==> config.mk <==
export PLATFORM = sky130hd
export DESIGN_NAME = ballast_phase_seq
export DESIGN_NICKNAME = d
export VERILOG_FILES = /design/src/rtl/bps_pkg.sv /design/src/rtl/bps_arm.sv /design/src/rtl/bps_timer.sv /design/src/rtl/bps_fsm.sv /design/src/rtl/ballast_phase_seq.sv
export SDC_FILE = /design/constraint.sdc
export NUM_CORES = 1
export LEC_CHECK = 0
export BUFFER_PORTS_ARGS = -buffer_cell sky130_fd_sc_hd__clkbuf_2
export CORE_UTILIZATION = 32
export DETAILED_ROUTE_END_ITERATION = 10
export GPL_TIMING_DRIVEN = 0
export MAX_ROUTING_LAYER = met4
export PLACE_DENSITY_LB_ADDON = 0.25
export REMOVE_ABC_BUFFERS = 1
export SYNTH_ARGS = -nofsm -noshare
export SYNTH_HDL_FRONTEND = slang
export SYNTH_SLANG_ARGS = --single-unit
==> constraint.sdc <==
create_clock -name clk -period 4.19 [get_ports clk]
set_clock_uncertainty 0.05 [all_clocks]
set_input_delay 0.838 -clock clk [delete_from_list [all_inputs] [get_ports clk]]
set_output_delay 0.838 -clock clk [all_outputs]
set_load 0.1 [all_outputs]
==> src/rtl/bps_pkg.sv <==
// Shared types for the ballast phase sequencer.
package bps_pkg;
    typedef enum logic [2:0] {
        PH_IDLE    = 3'd0,
        PH_PREHEAT = 3'd1,
        PH_IGNITE  = 3'd2,
        PH_PRERUN  = 3'd3,
        PH_EOL2    = 3'd4,
        PH_RUN     = 3'd5
    } phase_t;
endpackage

==> src/rtl/bps_arm.sv <==
// Test-mode arming latch.
// Sets when all arming flags are high inside the arming window. Clears only on reset.
// Assumes all inputs are synchronous to clk.
module bps_arm (
    input  logic clk,
    input  logic rst_n,
    input  logic window,
    input  logic supply_hi,
    input  logic run_pin_5v,
    input  logic pre_pin_5v,
    output logic armed
);
    // Sticky set on a full arming pattern inside the window.
    always_ff @(posedge clk) begin
        if (!rst_n)
            armed <= 1'b0;
        else if (window && supply_hi && run_pin_5v && pre_pin_5v)
            armed <= 1'b1;
    end
endmodule

==> src/rtl/bps_timer.sv <==
// Phase duration accumulator.
// Adds a step on each tick and flags expiry when the sum reaches the limit.
// Assumes the step is at least 1 and that limit plus step fits in CNT_W+1 bits.
module bps_timer #(
    parameter int CNT_W = 12
) (
    input  logic             clk,
    input  logic             rst_n,
    input  logic             active,
    input  logic             tick,
    input  logic [CNT_W-1:0] step,
    input  logic [CNT_W-1:0] limit,
    output logic             expire
);
    logic [CNT_W-1:0] acc;
    logic [CNT_W:0]   sum;

    // Next accumulated value and comparison against the phase limit.
    always_comb begin
        sum    = {1'b0, acc} + {1'b0, step};
        expire = active && tick && (sum >= {1'b0, limit});
    end

    // Accumulate on ticks; clear when idle or at a phase end.
    always_ff @(posedge clk) begin
        if (!rst_n)
            acc <= '0;
        else if (!active || expire)
            acc <= '0;
        else if (tick)
            acc <= sum[CNT_W-1:0];
    end
endmodule

==> src/rtl/bps_fsm.sv <==
// Phase state machine.
// Leaves idle when the hold flag drops, steps through the timed phases on timer expiry, then parks in run.
// Assumes expire is only asserted while a timed phase is active.
module bps_fsm
    import bps_pkg::*;
(
    input  logic   clk,
    input  logic   rst_n,
    input  logic   hold,
    input  logic   expire,
    output phase_t ph,
    output logic   done
);
    phase_t ph_nx;

    // Next-phase selection.
    always_comb begin
        ph_nx = ph;
        case (ph)
            PH_IDLE:    if (!hold)  ph_nx = PH_PREHEAT;
            PH_PREHEAT: if (expire) ph_nx = PH_IGNITE;
            PH_IGNITE:  if (expire) ph_nx = PH_PRERUN;
            PH_PRERUN:  if (expire) ph_nx = PH_EOL2;
            PH_EOL2:    if (expire) ph_nx = PH_RUN;
            default:    ph_nx = PH_RUN;
        endcase
    end

    // Phase register and one-cycle end pulse.
    always_ff @(posedge clk) begin
        if (!rst_n) begin
            ph   <= PH_IDLE;
            done <= 1'b0;
        end else begin
            ph   <= ph_nx;
            done <= expire;
        end
    end
endmodule

==> src/rtl/ballast_phase_seq.sv <==
// Ballast start-up phase sequencer with test-mode acceleration.
// Times preheat, ignition timeout, pre-run and EOL2 on a 1 ms tick. Each phase has its own
// acceleration step in test mode.
// Assumes tick_ms is a single-cycle pulse and all flags are synchronous to clk.
module ballast_phase_seq
    import bps_pkg::*;
#(
    parameter int T_PREHEAT = 2500,
    parameter int T_IGNITE  = 237,
    parameter int T_PRERUN  = 625,
    parameter int T_EOL2    = 2500,
    parameter int F_PREHEAT = 4,
    parameter int F_IGNITE  = 2,
    parameter int F_PRERUN  = 15,
    parameter int F_EOL2    = 60
) (
    input  logic       clk,
    input  logic       rst_n,
    input  logic       tick_ms,
    input  logic       supply_hi,
    input  logic       run_pin_5v,
    input  logic       pre_pin_5v,
    input  logic       start_hold,
    output logic [2:0] phase,
    output logic       phase_done,
    output logic       test_active
);
    localparam int MAX_T01 = (T_PREHEAT > T_IGNITE) ? T_PREHEAT : T_IGNITE;
    localparam int MAX_T23 = (T_PRERUN > T_EOL2) ? T_PRERUN : T_EOL2;
    localparam int MAX_T   = (MAX_T01 > MAX_T23) ? MAX_T01 : MAX_T23;
    localparam int MAX_F01 = (F_PREHEAT > F_IGNITE) ? F_PREHEAT : F_IGNITE;
    localparam int MAX_F23 = (F_PRERUN > F_EOL2) ? F_PRERUN : F_EOL2;
    localparam int MAX_F   = (MAX_F01 > MAX_F23) ? MAX_F01 : MAX_F23;
    localparam int CNT_W   = $clog2(MAX_T + MAX_F + 1);

    phase_t           ph;
    logic             armed;
    logic             expire;
    logic             timed;
    logic [CNT_W-1:0] lim_sel;
    logic [CNT_W-1:0] fac_sel;
    logic [CNT_W-1:0] step;

    // Duration and acceleration step for the current phase.
    always_comb begin
        timed   = 1'b1;
        lim_sel = CNT_W'(T_PREHEAT);
        fac_sel = CNT_W'(F_PREHEAT);
        case (ph)
            PH_PREHEAT: begin lim_sel = CNT_W'(T_PREHEAT); fac_sel = CNT_W'(F_PREHEAT); end
            PH_IGNITE:  begin lim_sel = CNT_W'(T_IGNITE);  fac_sel = CNT_W'(F_IGNITE);  end
            PH_PRERUN:  begin lim_sel = CNT_W'(T_PRERUN);  fac_sel = CNT_W'(F_PRERUN);  end
            PH_EOL2:    begin lim_sel = CNT_W'(T_EOL2);    fac_sel = CNT_W'(F_EOL2);    end
            default:    timed = 1'b0;
        endcase
        step = armed ? fac_sel : CNT_W'(1);
    end

    bps_arm u_arm (
        .clk        (clk),
        .rst_n      (rst_n),
        .window     ((ph == PH_IDLE) && start_hold),
        .supply_hi  (supply_hi),
        .run_pin_5v (run_pin_5v),
        .pre_pin_5v (pre_pin_5v),
        .armed      (armed)
    );

    bps_timer #(.CNT_W(CNT_W)) u_tmr (
        .clk    (clk),
        .rst_n  (rst_n),
        .active (timed),
        .tick   (tick_ms),
        .step   (step),
        .limit  (lim_sel),
        .expire (expire)
    );

    bps_fsm u_fsm (
        .clk    (clk),
        .rst_n  (rst_n),
        .hold   (start_hold),
        .expire (expire),
        .ph     (ph),
        .done   (phase_done)
    );

    assign phase       = ph;
    assign test_active = armed;
endmodule

Yosys cells after proc, flatten, opt, wreduce, memory -nomap -nowiden
Index checks and enable logic that the tools add are counted.
{"block": "word_totals", "word_cells": 38, "input_bits": 7, "ff_bits": 17, "out_inout_bits": 5}
{"block": "op_classes", "add_sub_neg": 1, "n_mux": 10, "magnitude_cmp": 1, "eq_ne": 9, "reduce_logical": 12, "bitwise": 1}
{"op": "$pmux W12 S2", "n": 1}
{"op": "$pmux W6 S3", "n": 1}
{"op": "$mux W3", "n": 5}
{"op": "$pmux W3 S5", "n": 1}
{"op": "$add A12 B12 Y13", "n": 1}
{"op": "$ge A13 B12 Y1", "n": 1}
{"op": "$mux W12", "n": 1}
{"op": "$ne A2 B1 Y1 const B", "n": 4}
{"op": "$eq A3 B2 Y1 const B", "n": 2}
{"op": "$logic_and A1 B1 Y1", "n": 6}
{"op": "$reduce_and A5 Y1", "n": 1}
{"op": "$reduce_or A4 Y1", "n": 1}
{"op": "$eq A3 B1 Y1 const B", "n": 1}
{"op": "$eq A3 B3 Y1 const B", "n": 1}
{"op": "$logic_not A3 Y1", "n": 1}
{"op": "$ne A2 B2 Y1 const B", "n": 1}
{"op": "$reduce_or A2 Y1", "n": 1}
{"op": "$logic_not A1 Y1", "n": 1}
{"op": "$logic_or A1 B1 Y1", "n": 1}
{"op": "$mux W1", "n": 1}
{"op": "$not A1 Y1", "n": 1}

Logic depth before layout (Yosys ltp)
Gate-level depths: netlist of the first run.
{"block": "logic_depth", "ltp_word": 8, "mapped_depth": 21, "depth_no_buf": 19}

Hierarchy
Synthesis of the first run repeated with hierarchy kept, for this count alone.
{"block": "unflattened", "cells_unflattened": 205, "hier_area_um2": 1616.6}
{"mod": "bps_timer", "area_each_um2": 1332.5, "cells_each": 171, "seq_area_each_um2": 240.2, "instances": 1}
{"mod": "bps_fsm", "area_each_um2": 151.4, "cells_each": 15, "seq_area_each_um2": 80.1, "instances": 1}
{"mod": "ballast_phase_seq", "area_each_um2": 97.6, "cells_each": 16, "seq_area_each_um2": 0.0, "instances": 1}
{"mod": "bps_arm", "area_each_um2": 35.0, "cells_each": 3, "seq_area_each_um2": 20.0, "instances": 1}

Worst setup path before layout of the first run
OpenSTA, ideal clock, no wires.
{"block": "synth_timing", "path_kind": "register -> register", "startpoint": "register u_fsm.ph[1]", "endpoint": "register u_tmr.acc[1]", "n_path_buf": 0, "setup_time_ns": 0.116, "t_arrival_ns": 4.453, "path_slack_ns": -0.429, "period_less_slack_ns": 4.619, "required_ns": 4.024, "stages_incl_launch_ff": 20, "cell_sequence": "dfxtp_1 -> nor2b_1 -> nand2_1 -> inv_1 -> ha_1 -> a21o_1 -> a21oi_1 -> o21bai_1 -> a31o_2 -> and2_1 -> nand3_1 -> xnor2_1 -> ha_1 -> nand4_1 -> nor4_1 -> nand2_1 -> o32ai_1 -> a211o_2 -> a21o_2 -> and2b_2"}
{"block": "synth_between", "elab_chain_cells": 8, "elab_cells_between_ends": 16, "cone_classes": "1 x add/sub; 1 x order compare; 4 x eq/ne; 4 x mux; 6 x reduce/logical"}
{"item": "start, declared", "line": "bps_fsm.sv:11", "text": "output phase_t ph,"}
{"item": "start signal, assigned", "line": "bps_fsm.sv:35", "text": "ph <= ph_nx;"}
{"item": "$eq A3 B3 Y1 / $eq A3 B2 Y1 (equally long branches)", "line": "ballast_phase_seq.sv:49", "text": "case (ph)"}
{"item": "$pmux W6 S3 (*)", "line": "ballast_phase_seq.sv:49"}
{"item": "$mux W12 (*)", "line": "ballast_phase_seq.sv:56", "text": "step = armed ? fac_sel : CNT_W'(1);"}
{"item": "$add A12 B12 Y13 (*)", "line": "bps_timer.sv:20", "text": "sum = {1'b0, acc} + {1'b0, step};"}
{"item": "via u_tmr.sum[11]", "line": "bps_timer.sv:16", "text": "logic [CNT_W:0] sum;"}
{"item": "$ge A13 B12 Y1 (*)", "line": "bps_timer.sv:21", "text": "expire = active && tick && (sum >= {1'b0, limit});"}
{"item": "$logic_and A1 B1 Y1 (*)", "line": "bps_timer.sv:21"}
{"item": "$logic_or A1 B1 Y1 (*)", "line": "bps_timer.sv:28", "text": "else if (!active || expire)"}
{"item": "$reduce_or A2 Y1 (no line) (*)"}
{"item": "end signal, assigned", "line": "bps_timer.sv:31", "text": "acc <= sum[CNT_W-1:0];"}
{"item": "end, declared", "line": "bps_timer.sv:15", "text": "logic [CNT_W-1:0] acc;"}
The timed path passes the listed nets; every way through them passes the cells marked *.
A chain may end at the register's enable or synchronous reset.

Worst setup path in the final report of the first run
{"block": "layout_timing", "startpoint": "register u_fsm.ph[1]", "endpoint": "register u_fsm.ph[0]"}
{"block": "layout_between", "elab_chain_cells": 8, "elab_cells_between_ends": 21, "cone_classes": "1 x add/sub; 1 x order compare; 9 x eq/ne; 5 x mux; 5 x reduce/logical"}
{"item": "$eq A3 B3 Y1 / $eq A3 B2 Y1 (equally long branches)", "line": "ballast_phase_seq.sv:49"}
{"item": "$pmux W6 S3 (*)", "line": "ballast_phase_seq.sv:49"}
{"item": "$mux W12 (*)", "line": "ballast_phase_seq.sv:56"}
{"item": "$add A12 B12 Y13 (*)", "line": "bps_timer.sv:20"}
{"item": "via u_tmr.sum[11]", "line": "bps_timer.sv:16"}
{"item": "$ge A13 B12 Y1 (*)", "line": "bps_timer.sv:21"}
{"item": "$logic_and A1 B1 Y1 (*)", "line": "bps_timer.sv:21"}
{"item": "$ne A2 B1 Y1 (no line)"}
{"item": "$reduce_and A5 Y1 (no line) (*)"}
Marked as above.

==> results_dict.tcl, run 1 <==
set metrics [dict create \
    netlist_instances 162 \
    p_per_area_nw_per_um2 193 \
    ys_types 46 \
    start_util_pct 34.2 \
    core_area_sq_um 4090 \
    die_y_um 68.1 \
    area_delta_synth_final_pct 19.5 \
    track_usage_pct 14.8 \
    drive_gt1_share_pct 26.0 \
    synth_top_flop_cell "dfxtp_1" \
    die_w_um 68.1 \
    fp.dieArea_sq_um 4640 \
    hpwlAfterDp_um 2170 \
    slowest_stage "dfxtp_4" \
    power_switching_mw 0.0805 \
    drt_iter0_drc 38 \
    antennaDiodeCount 0 \
    drtPass1Iterations 4 \
    cp-end-kind "register" \
    seqPwrFrac_pct 50.9 \
    r2r-end "u_fsm.ph[0]" \
    grt_pass1_wl_um 5020 \
    ant_nets 0 \
    power_mw 0.322 \
    grt_pass1_vias 1160 \
    clock.fmax_ghz 0.257 \
    p_leak_nw 0.736 \
    fin_util_pct 40.9 \
    path_clk_slew_ns 0.07 \
    yosysSeqAreaShare_pct 24.4 \
    crit_arrival_ns 3.98 \
    cp-startpoint "u_fsm.ph[1]" \
    cpPeakStageDelay_ns 0.38 \
    grt-ovfl-total 0 \
    vias 1172 \
    avgRoutedWirePerCell_um 13.3 \
    wl_um 3010 \
    drv_cap 0 \
    cts_tree "yes" \
    synth_edf_count 0 \
    critical_path.endpoint "u_fsm.ph[0]" \
    reg2regPathDepth 19 \
    place_congestion 0.748 \
    crit_path_start_kind "register" \
    numCtsBuffers 3 \
    grt_max_degree 16 \
    swShare_pct 25.0 \
    antenna_found_initial 0 \
    yosysWarnings 0 \
    tightest_slew_ns 0.543 \
    insertion_delay_ns 0.25 \
    clock-sinks 17 \
    cp_cell_sequence "nor2b_4 -> nand2_2 -> inv_2 -> ha_1 -> a21o_1 -> a21oi_2 -> o21bai_2 -> a31o_4 -> and2_1 -> nand3_2 -> xnor2_1 -> ha_1 -> nand4_1 -> nor4_2 -> nand2_1 -> o32ai_2 -> a211o_2 -> nand2_1 -> a2111oi_2" \
    drc 0 \
    relSlewSlack_pct 63.9 \
    finalSetupViolCount 0 \
    synth_area_sq_um 1400 \
    cts_hold_buf 0 \
    clock_tree.root_cell "clkbuf_8" \
    pin_count 12 \
    viasPerCell 5.16 \
    critical_path.max_fanout 8 \
    htree_levels 1 \
    crit_type "register to register" \
    status "finished, final reports clean" \
    p_int_mw 0.242 \
    min_period_ns 3.88 \
    post_synth.cell_area_avg_sq_um 8.63 \
    pwr-share-comb_pct 9.8 \
    hp-class "register to register" \
    clkPwrFrac_pct 39.3 \
    period_share_pct 92.7 \
    crit_required_ns 4.29 \
    final-hold-violation-count 0 \
    rrSetupSlack_ns 0.31 \
    synthArstFlopShare_pct 0 \
    synth-seq-cells 17 \
    slew_viol_final 0 \
    regToRegStartpoint "u_fsm.ph[1]" \
    final_nets 201 \
    ir_drop_v 0.000192 \
    port_buffers 11 \
    cts.path.max_buffers 2 \
    row_count 23 \
]
==> kinds of logic after synthesis <==
logic type	share of synthesized area (%)
xor+xnor	8.77
compound gates	15.2
simple gates	24.1
mux	7.16
fa+ha+maj	14.9
flops	24.4
buf+inv	5.55
==> routing by layer <==
metal | routed length, um | track usage [%]
met1 | 1430 | 17.8
met2 | 1500 | 24.3
met3 | 79 | 4.00
met4 | 10 | 3.65
met5 | 0 | -
==> sequential cells by signal (all words and copies together), names as in the netlist <==
name and count:
u_tmr.acc 12, u_fsm.done 1, u_fsm.ph 3, u_arm.armed 1
==> worst max-delay path: cells and delay by family (launching register included) <==
| family | cells | cell delay, ns |
|---|---|---|
| fa+ha+maj | 2 | 0.55 |
| buf+inv | 1 | 0.07 |
| flops | 1 | 0.38 |
| simple gates | 8 | 1.13 |
| compound gates | 7 | 1.51 |
| xor+xnor | 1 | 0.07 |
==> how the worst min path moves through the flow <==
stage          cells after the start      endpoint          from
6_report                           2  u_tmr.acc[0]  u_tmr.acc[0]
5_1_grt                            2   u_fsm.ph[2]   u_fsm.ph[1]
4_1_cts                            2  u_tmr.acc[0]  u_tmr.acc[0]
3_5_place_dp                       2  u_tmr.acc[0]  u_tmr.acc[0]
3_3_place_gp                       2  u_tmr.acc[4]  u_tmr.acc[4]
2_1_floorplan                      2  u_tmr.acc[0]  u_tmr.acc[0]
==> final cells by class <==
type                    count  area, sq um
flip-flops and latches     17          352
inverters                   8         30.0
well taps                  50         62.6
fillers                   421         2420
multi-input cells         130         1060
repair buffers             18          120
clock buffers               4         45.0
==> stage by stage <==
step	cells	TNS (ns)	worst slack (ns)	cell area, sq um	hold WS [ns]
2_1_floorplan	155	-5.81	-0.525	1350	0.417
3_3_place_gp	216	-3.42	-0.395	1470	0.436
3_5_place_dp	216	-4.71	-0.471	1470	0.448
4_1_cts	221	0	0.0226	1540	0.465
5_1_grt	227	-0.00200	-0.00200	1670	0.488
6_report	227	0	0.306	1670	0.456
==> cells in the mapped netlist (4+ instances only) <==
library cell | count | area share (%)
a21o_1 | 4 | 2.1
a21oi_1 | 5 | 1.8
dfxtp_1 | 17 | 24
ha_1 | 15 | 13
inv_1 | 8 | 2.1
mux2i_1 | 10 | 7.2
nand2_1 | 13 | 3.5
nand3_1 | 6 | 2.1
nor2_1 | 16 | 4.3
o21ai_0 | 5 | 1.8
xnor2_1 | 8 | 5.0
xor2_1 | 6 | 3.8
==> repair_timing <==
action / 4_1_cts / 5_1_grt
setup endpoints to repair: 16 / 16
resized for setup: 5 / 16
pin swaps: 0 / 8
buffers inserted: 1 / 6
==> power by group through the flow <==
stage | registers [mW] | logic [mW] | clock network, mW
floorplan | 0.175 | 0.0115 | 0
global placement | 0.169 | 0.0271 | 0
detailed placement | 0.169 | 0.0278 | 0
CTS | 0.165 | 0.0285 | 0.133
global route | 0.164 | 0.0341 | 0.140
finish | 0.164 | 0.0317 | 0.127
==> placed cells by master, fill, tap and decap left out, drive strengths merged, types with 3 or more instances in the layout <==
master	netlist	routed
nand2	13	13
clkbuf	1	15
o21ai	5	5
a21o	5	5
ha	15	15
xnor2	8	8
o21a	3	3
and3	4	4
nor2	16	16
a21oi	6	6
mux2i	10	10
buf	6	7
nand2b	3	3
xor2	6	6
inv	8	8
nand3	6	6
dfxtp	17	17
nor3	3	3
and2	3	3
(Power assumes the default switching activity.)
==> run 2: changes to the inputs <==
--- a/config.mk
+++ b/config.mk
@@ -5,6 +5,7 @@
 export SDC_FILE = /design/constraint.sdc
 export NUM_CORES = 1
 export LEC_CHECK = 0
+export ABC_AREA = 1
 export BUFFER_PORTS_ARGS = -buffer_cell sky130_fd_sc_hd__clkbuf_2
 export CORE_UTILIZATION = 32
 export DETAILED_ROUTE_END_ITERATION = 10
==> results_dict.tcl, run 2 <==
set metrics [dict create \
    vias 1372 \
    yosysSeqAreaShare_pct 23.3 \
    synth_edf_count 0 \
    critPathTopFamily "simple AND/OR/NAND/NOR gates" \
    cp_num_buf_inv 4 \
    met2_length_um 1520 \
    status "finished, final reports clean" \
    cpPeakStageDelay_ns 0.43 \
    synth.most_common_cell "nand2_1" \
    pin_count 12 \
    netlist_instances 218 \
    antennaDiodeCount 0 \
    relSlewSlack_pct 64.0 \
    drc 0 \
    avgRoutedWirePerCell_um 11.8 \
    finalSetupViolCount 0 \
    met3_wirelength_um 114 \
    antenna_found_initial 0 \
    mostFrequentLayoutCells "nand2_1, inv_1, nor2_1" \
    final_nets 254 \
    top_regs "u_tmr.acc (12), u_fsm.ph (3)" \
    hpwlAfterDp_um 2610 \
    crit_path_start_kind "register" \
    p_leak_nw 0.782 \
    synth_top_area_share_pct 23.3 \
    drt_iter0_drc 39 \
    cts.path.max_buffers 2 \
    p_per_area_nw_per_um2 410 \
    wl_um 3340 \
    synthArstFlopShare_pct 0 \
    drtPass1Iterations 4 \
    slew_viol_final 0 \
    crit_arrival_ns 3.77 \
    grt_max_degree 18 \
    largest_register "u_tmr.acc" \
    path_clk_slew_ns 0.08 \
    slowest_stage "dfxtp_1" \
    die_w_um 69.6 \
    place_congestion 0.803 \
    fin_util_pct 37.0 \
    fp.dieArea_sq_um 4840 \
    setup_tns_ns 0 \
    synth_common_cells "nand2_1, inv_1, nor2_1, dfxtp_1, ha_1" \
    area_delta_synth_final_pct 11.0 \
    met1_length_um 1690 \
    synth_area_sq_um 1460 \
    post_synth.cell_area_avg_sq_um 6.70 \
    htree_levels 1 \
    synth.area.top_cells "dfxtp_1, nand2_1, ha_1" \
    ys_types 29 \
    final-hold-violation-count 0 \
    critical_path.max_fanout 12 \
    regToRegStartpoint "u_fsm.ph[0]" \
    crit_type "register to register" \
    largest_reg_flops 12 \
    drive_gt1_share_pct 17.8 \
    cp_cell_sequence "inv_1 -> nor2_1 -> nand2_1 -> nand2_1 -> ha_1 -> inv_1 -> fa_1 -> inv_1 -> nand2_2 -> a31oi_1 -> xor2_1 -> ha_1 -> and3_1 -> nand3_1 -> nand2_1 -> clkinv_1 -> nand2_1 -> nand2_1 -> nand2_1 -> nand2_2 -> nand3_4 -> a21oi_1" \
    row_count 24 \
    clock.fmax_ghz 0.276 \
    crit_top_cell "nand2_1" \
    rsz0062_at_grt "false" \
    numCtsBuffers 3 \
    ant_nets 0 \
    die_y_um 69.6 \
    min_period_ns 3.63 \
    synth-seq-cells 17 \
    hp-class "register to register" \
    drv_cap 0 \
    port_buffers 11 \
    track_usage_pct 15.4 \
    viasPerCell 4.87 \
    core_area_sq_um 4380 \
    grt_pass1_wl_um 5820 \
    start_util_pct 33.3 \
    clock-sinks 17 \
    grt-ovfl-total 0 \
    synth_top_area_cell "dfxtp_1" \
    clock_tree.root_cell "clkbuf_8" \
    cts_hold_buf 0 \
    yosysWarnings 0 \
    ir_drop_v 0.000264 \
    insertion_delay_ns 0.26 \
    cts_tree "yes" \
    highest_layer "met4" \
    cp-end-kind "register" \
    period_share_pct 86.6 \
    cp-startpoint "u_fsm.ph[0]" \
    synth_top_flop_cell "dfxtp_1" \
    grt_pass1_vias 1290 \
    final_common_cell "nand2_1" \
    tightest_slew_ns 0.542 \
    post_cts_buffers 0 \
    crit_required_ns 4.33 \
    min-delay-start "u_tmr.acc[2]" \
]
run 2: cell count changes in the layout (fill, tap and decap cells not counted), moves of 4 or more:
cell,before,now
inv_1,7,28
a21o_1,4,0
buf_4,6,0
xnor2_1,8,3
a21oi_1,4,12
mux2i_1,10,0
nand3_1,5,12
nand2_1,11,56
nand2_2,2,6
nor2_2,0,7
run 2: worst reg2reg max path, cell delays in order (launching register included):
cell and delay (ns):
dfxtp_1 0.43, inv_1 0.06, nor2_1 0.16, nand2_1 0.21, nand2_1 0.11, ha_1 0.14
inv_1 0.06, fa_1 0.41, inv_1 0.14, nand2_2 0.09, a31oi_1 0.16, xor2_1 0.21
ha_1 0.28, and3_1 0.19, nand3_1 0.07, nand2_1 0.05, clkinv_1 0.04, nand2_1 0.04
nand2_1 0.05, nand2_1 0.08, nand2_2 0.13, nand3_4 0.22, a21oi_1 0.20
run 2: cells by family after synthesis:
| group | share of synthesized area (%) |
|---|---|
| flops | 23.3 |
| compound gates | 11.9 |
| buf+inv | 9.50 |
| xor+xnor | 4.79 |
| simple gates | 36.3 |
| fa+ha+maj | 14.2 |
run 2: power breakdown:
group | switching [mW] | total [mW] | internal [mW]
logic | 0.246 | 0.330 | 0.0834
clock network | 0.0681 | 0.135 | 0.0671
registers | 0.0197 | 0.200 | 0.180
total | 0.334 | 0.665 | 0.331
run 2: repair_timing:
action                                  4_1_cts  5_1_grt
gates resized for setup                       0        3
endpoints found under the setup margin        0       12
endpoints found under the hold margin         0        0
run 2: layout make-up:
class                           instances  area, sq um
Timing Repair Buffer                   11         55.1
Multi-Input combinational cell        166          992
Clock inverter                          1         7.51
Tap cell                               52         65.1
Clock buffer                            3         41.3
Fill cell                             485         2760
Inverter                               32          120
Sequential cell                        17          340
run 2: stage by stage:
stage	cell area, sq um	hold slack, ns	std cells	worst slack [ns]	total power, mW
after floorplan	1440	0.395	215	0.239	0.455
after global placement	1560	0.419	278	0.215	0.523
after detailed placement	1560	0.419	278	0.211	0.527
after CTS	1610	0.433	282	0.187	0.667
after global routing	1620	0.479	282	0.177	0.721
final	1620	0.431	282	0.562	0.665
run 2: worst paths after layout:
kind / end / slack [ns] / cells past startpoint
min reg2reg: u_tmr.acc[2] / 0.43 / 2
max: u_tmr.acc[7] / 0.56 / 22
min: u_tmr.acc[2] / 0.43 / 2
max reg2reg: u_tmr.acc[7] / 0.56 / 22
run 2: layer usage:
metal	up-vias	GRT usage [%]
li1	722	-
met1	621	18.7
met2	27	26.2
met3	2	3.20
met4	0	3.40
met5	-	-
==> run 3: changes to the inputs <==
--- a/config.mk
+++ b/config.mk
@@ -6,9 +6,9 @@
 export NUM_CORES = 1
 export LEC_CHECK = 0
 export ABC_AREA = 1
-export BUFFER_PORTS_ARGS = -buffer_cell sky130_fd_sc_hd__clkbuf_2
 export CORE_UTILIZATION = 32
 export DETAILED_ROUTE_END_ITERATION = 10
+export DONT_BUFFER_PORTS = 1
 export GPL_TIMING_DRIVEN = 0
 export MAX_ROUTING_LAYER = met4
 export PLACE_DENSITY_LB_ADDON = 0.25
==> results_dict.tcl, run 3 (synthesis gave the netlist of run 2 again) <==
set metrics [dict create \
    fp.dieArea_sq_um 4840 \
    grt_pass1_vias 1299 \
    slowest_stage "dfxtp_4" \
    avgRoutedWirePerCell_um 12.4 \
    area_delta_synth_final_pct 8.05 \
    cp_cell_sequence "inv_1 -> nor2_4 -> inv_1 -> nor2_1 -> inv_1 -> fa_1 -> inv_1 -> nand2_2 -> a31oi_1 -> xor2_1 -> ha_1 -> and3_1 -> nand3_1 -> nand2_1 -> clkinv_1 -> nand2_1 -> nand2_1 -> nand2_1 -> nand2_2 -> nand3_4 -> a21oi_1" \
    crit_path_start_kind "register" \
    cts_hold_buf 0 \
    regToRegStartpoint "u_fsm.ph[1]" \
    cts.path.max_buffers 2 \
    critPathTopFamily "simple AND/OR/NAND/NOR gates" \
    final_nets 243 \
    path_clk_slew_ns 0.08 \
    largest_register "u_tmr.acc" \
    worstHoldPathCells 2 \
    antenna_found_initial 0 \
    die_w_um 69.6 \
    drtPass1Iterations 4 \
    cts_tree "yes" \
    critical_path.max_fanout 12 \
    relSlewSlack_pct 35.7 \
    drt_iter0_drc 55 \
    top_regs "u_tmr.acc (12), u_fsm.ph (3)" \
    grt-ovfl-total 0 \
    crit_type "register to register" \
    grt_max_degree 18 \
    p_leak_nw 0.740 \
    post-place-cells 267 \
    rrSetupSlack_ns 0.40 \
    antennaDiodeCount 0 \
    hpwlAfterDp_um 2590 \
    port_buffers 0 \
    track_usage_pct 15.8 \
    slew_viol_final 0 \
    crit_required_ns 4.33 \
    setup_tns_ns 0 \
    row_count 24 \
    largest_reg_flops 12 \
    post_cts_buffers 0 \
    drc 0 \
    viasPerCell 4.85 \
    min-delay-start "u_tmr.acc[5]" \
    rsz0062_at_grt "false" \
    min_period_ns 3.79 \
    cp_num_buf_inv 5 \
    htree_levels 1 \
    hp-class "register to register" \
    pin_count 12 \
    drive_gt1_share_pct 15.5 \
    wl_um 3350 \
    reg2regPathDepth 21 \
    grt_pass1_wl_um 5970 \
    tightest_slew_ns 0.964 \
    status "finished, final reports clean" \
    fin_cells 271 \
    crit_arrival_ns 3.93 \
    hold-path-endpoint "u_tmr.acc[5]" \
    clock.fmax_ghz 0.264 \
    final_common_cell "nand2_1" \
    r2r-end "u_tmr.acc[7]" \
    p_per_area_nw_per_um2 417 \
    clock_tree.root_cell "clkbuf_8" \
    start_util_pct 33.3 \
    finalSetupViolCount 0 \
    drv_cap 0 \
    place_congestion 0.882 \
    hold-worst-slack_ns 0.428 \
    cp-end-kind "register" \
    vias 1313 \
    fin_util_pct 36.0 \
    mostFrequentLayoutCells "nand2_1, inv_1, nor2_1" \
    ant_nets 0 \
    nFillCells 477 \
    die_y_um 69.6 \
    core_area_sq_um 4380 \
    ir_drop_v 0.000331 \
    cpPeakStageDelay_ns 0.55 \
    insertion_delay_ns 0.26 \
    numCtsBuffers 3 \
    clock-sinks 17 \
    period_share_pct 90.6 \
    final-hold-violation-count 0 \
]
-- run 3: power by group --
group | total, mW | internal (mW) | switching [mW]
Sequential | 0.285 | 0.187 | 0.0980
Combinational | 0.241 | 0.0761 | 0.165
Clock | 0.132 | 0.0662 | 0.0658
Total | 0.658 | 0.329 | 0.329
-- run 3: routing by layer --
layer | global-route usage (%) | routed length, um
met1 | 20.2 | 1710
met2 | 25.7 | 1490
met3 | 3.49 | 131
met4 | 2.95 | 14
met5 | - | 0
-- run 3: area by class of cell --
| class | instances | area, sq um | share of cell area, % |
|---|---|---|---|
| clock buffer | 3 | 41.3 | 2.61 |
| clock inverter | 1 | 5.00 | 0.317 |
| inverter | 32 | 120 | 7.61 |
| multi-input combinational | 166 | 997 | 63.2 |
| sequential | 17 | 350 | 22.2 |
| tap | 52 | 65.1 | 4.12 |
-- run 3: worst max path at each step --
stage / endpoint / startpoint / cells after the start
CTS: u_tmr.acc[7] / u_fsm.ph[0] / 22
detailed placement: u_tmr.acc[7] / u_fsm.ph[1] / 21
finish: u_tmr.acc[7] / u_fsm.ph[1] / 21
global route: u_tmr.acc[5] / u_fsm.ph[0] / 22
floorplan: u_tmr.acc[5] / u_fsm.ph[1] / 21
global placement: u_tmr.acc[5] / u_fsm.ph[1] / 21
-- run 3: worst reg2reg max path, delay by kind of cell, from the launching register on --
family          cells  cell delay [ns]
simple gates       11             1.27
fa+ha+maj           2             0.73
flops               1             0.55
buf+inv             5             0.53
compound gates      2             0.35
xor+xnor            1             0.24
-- run 3: per-stage QoR --
step	power (mW)	area, sq um	setup WS (ns)
3_5_place_dp	0.512	1510	-0.542
4_1_cts	0.654	1560	0.0449
5_1_grt	0.717	1580	0.0182
2_1_floorplan	0.455	1440	0.239
3_3_place_gp	0.510	1510	-0.530
6_report	0.658	1580	0.395
-- run 3: what timing repair did --
item	4_1_cts	5_1_grt
setup endpoints to repair	16	14
gates resized for setup	6	4
pin swaps	0	0
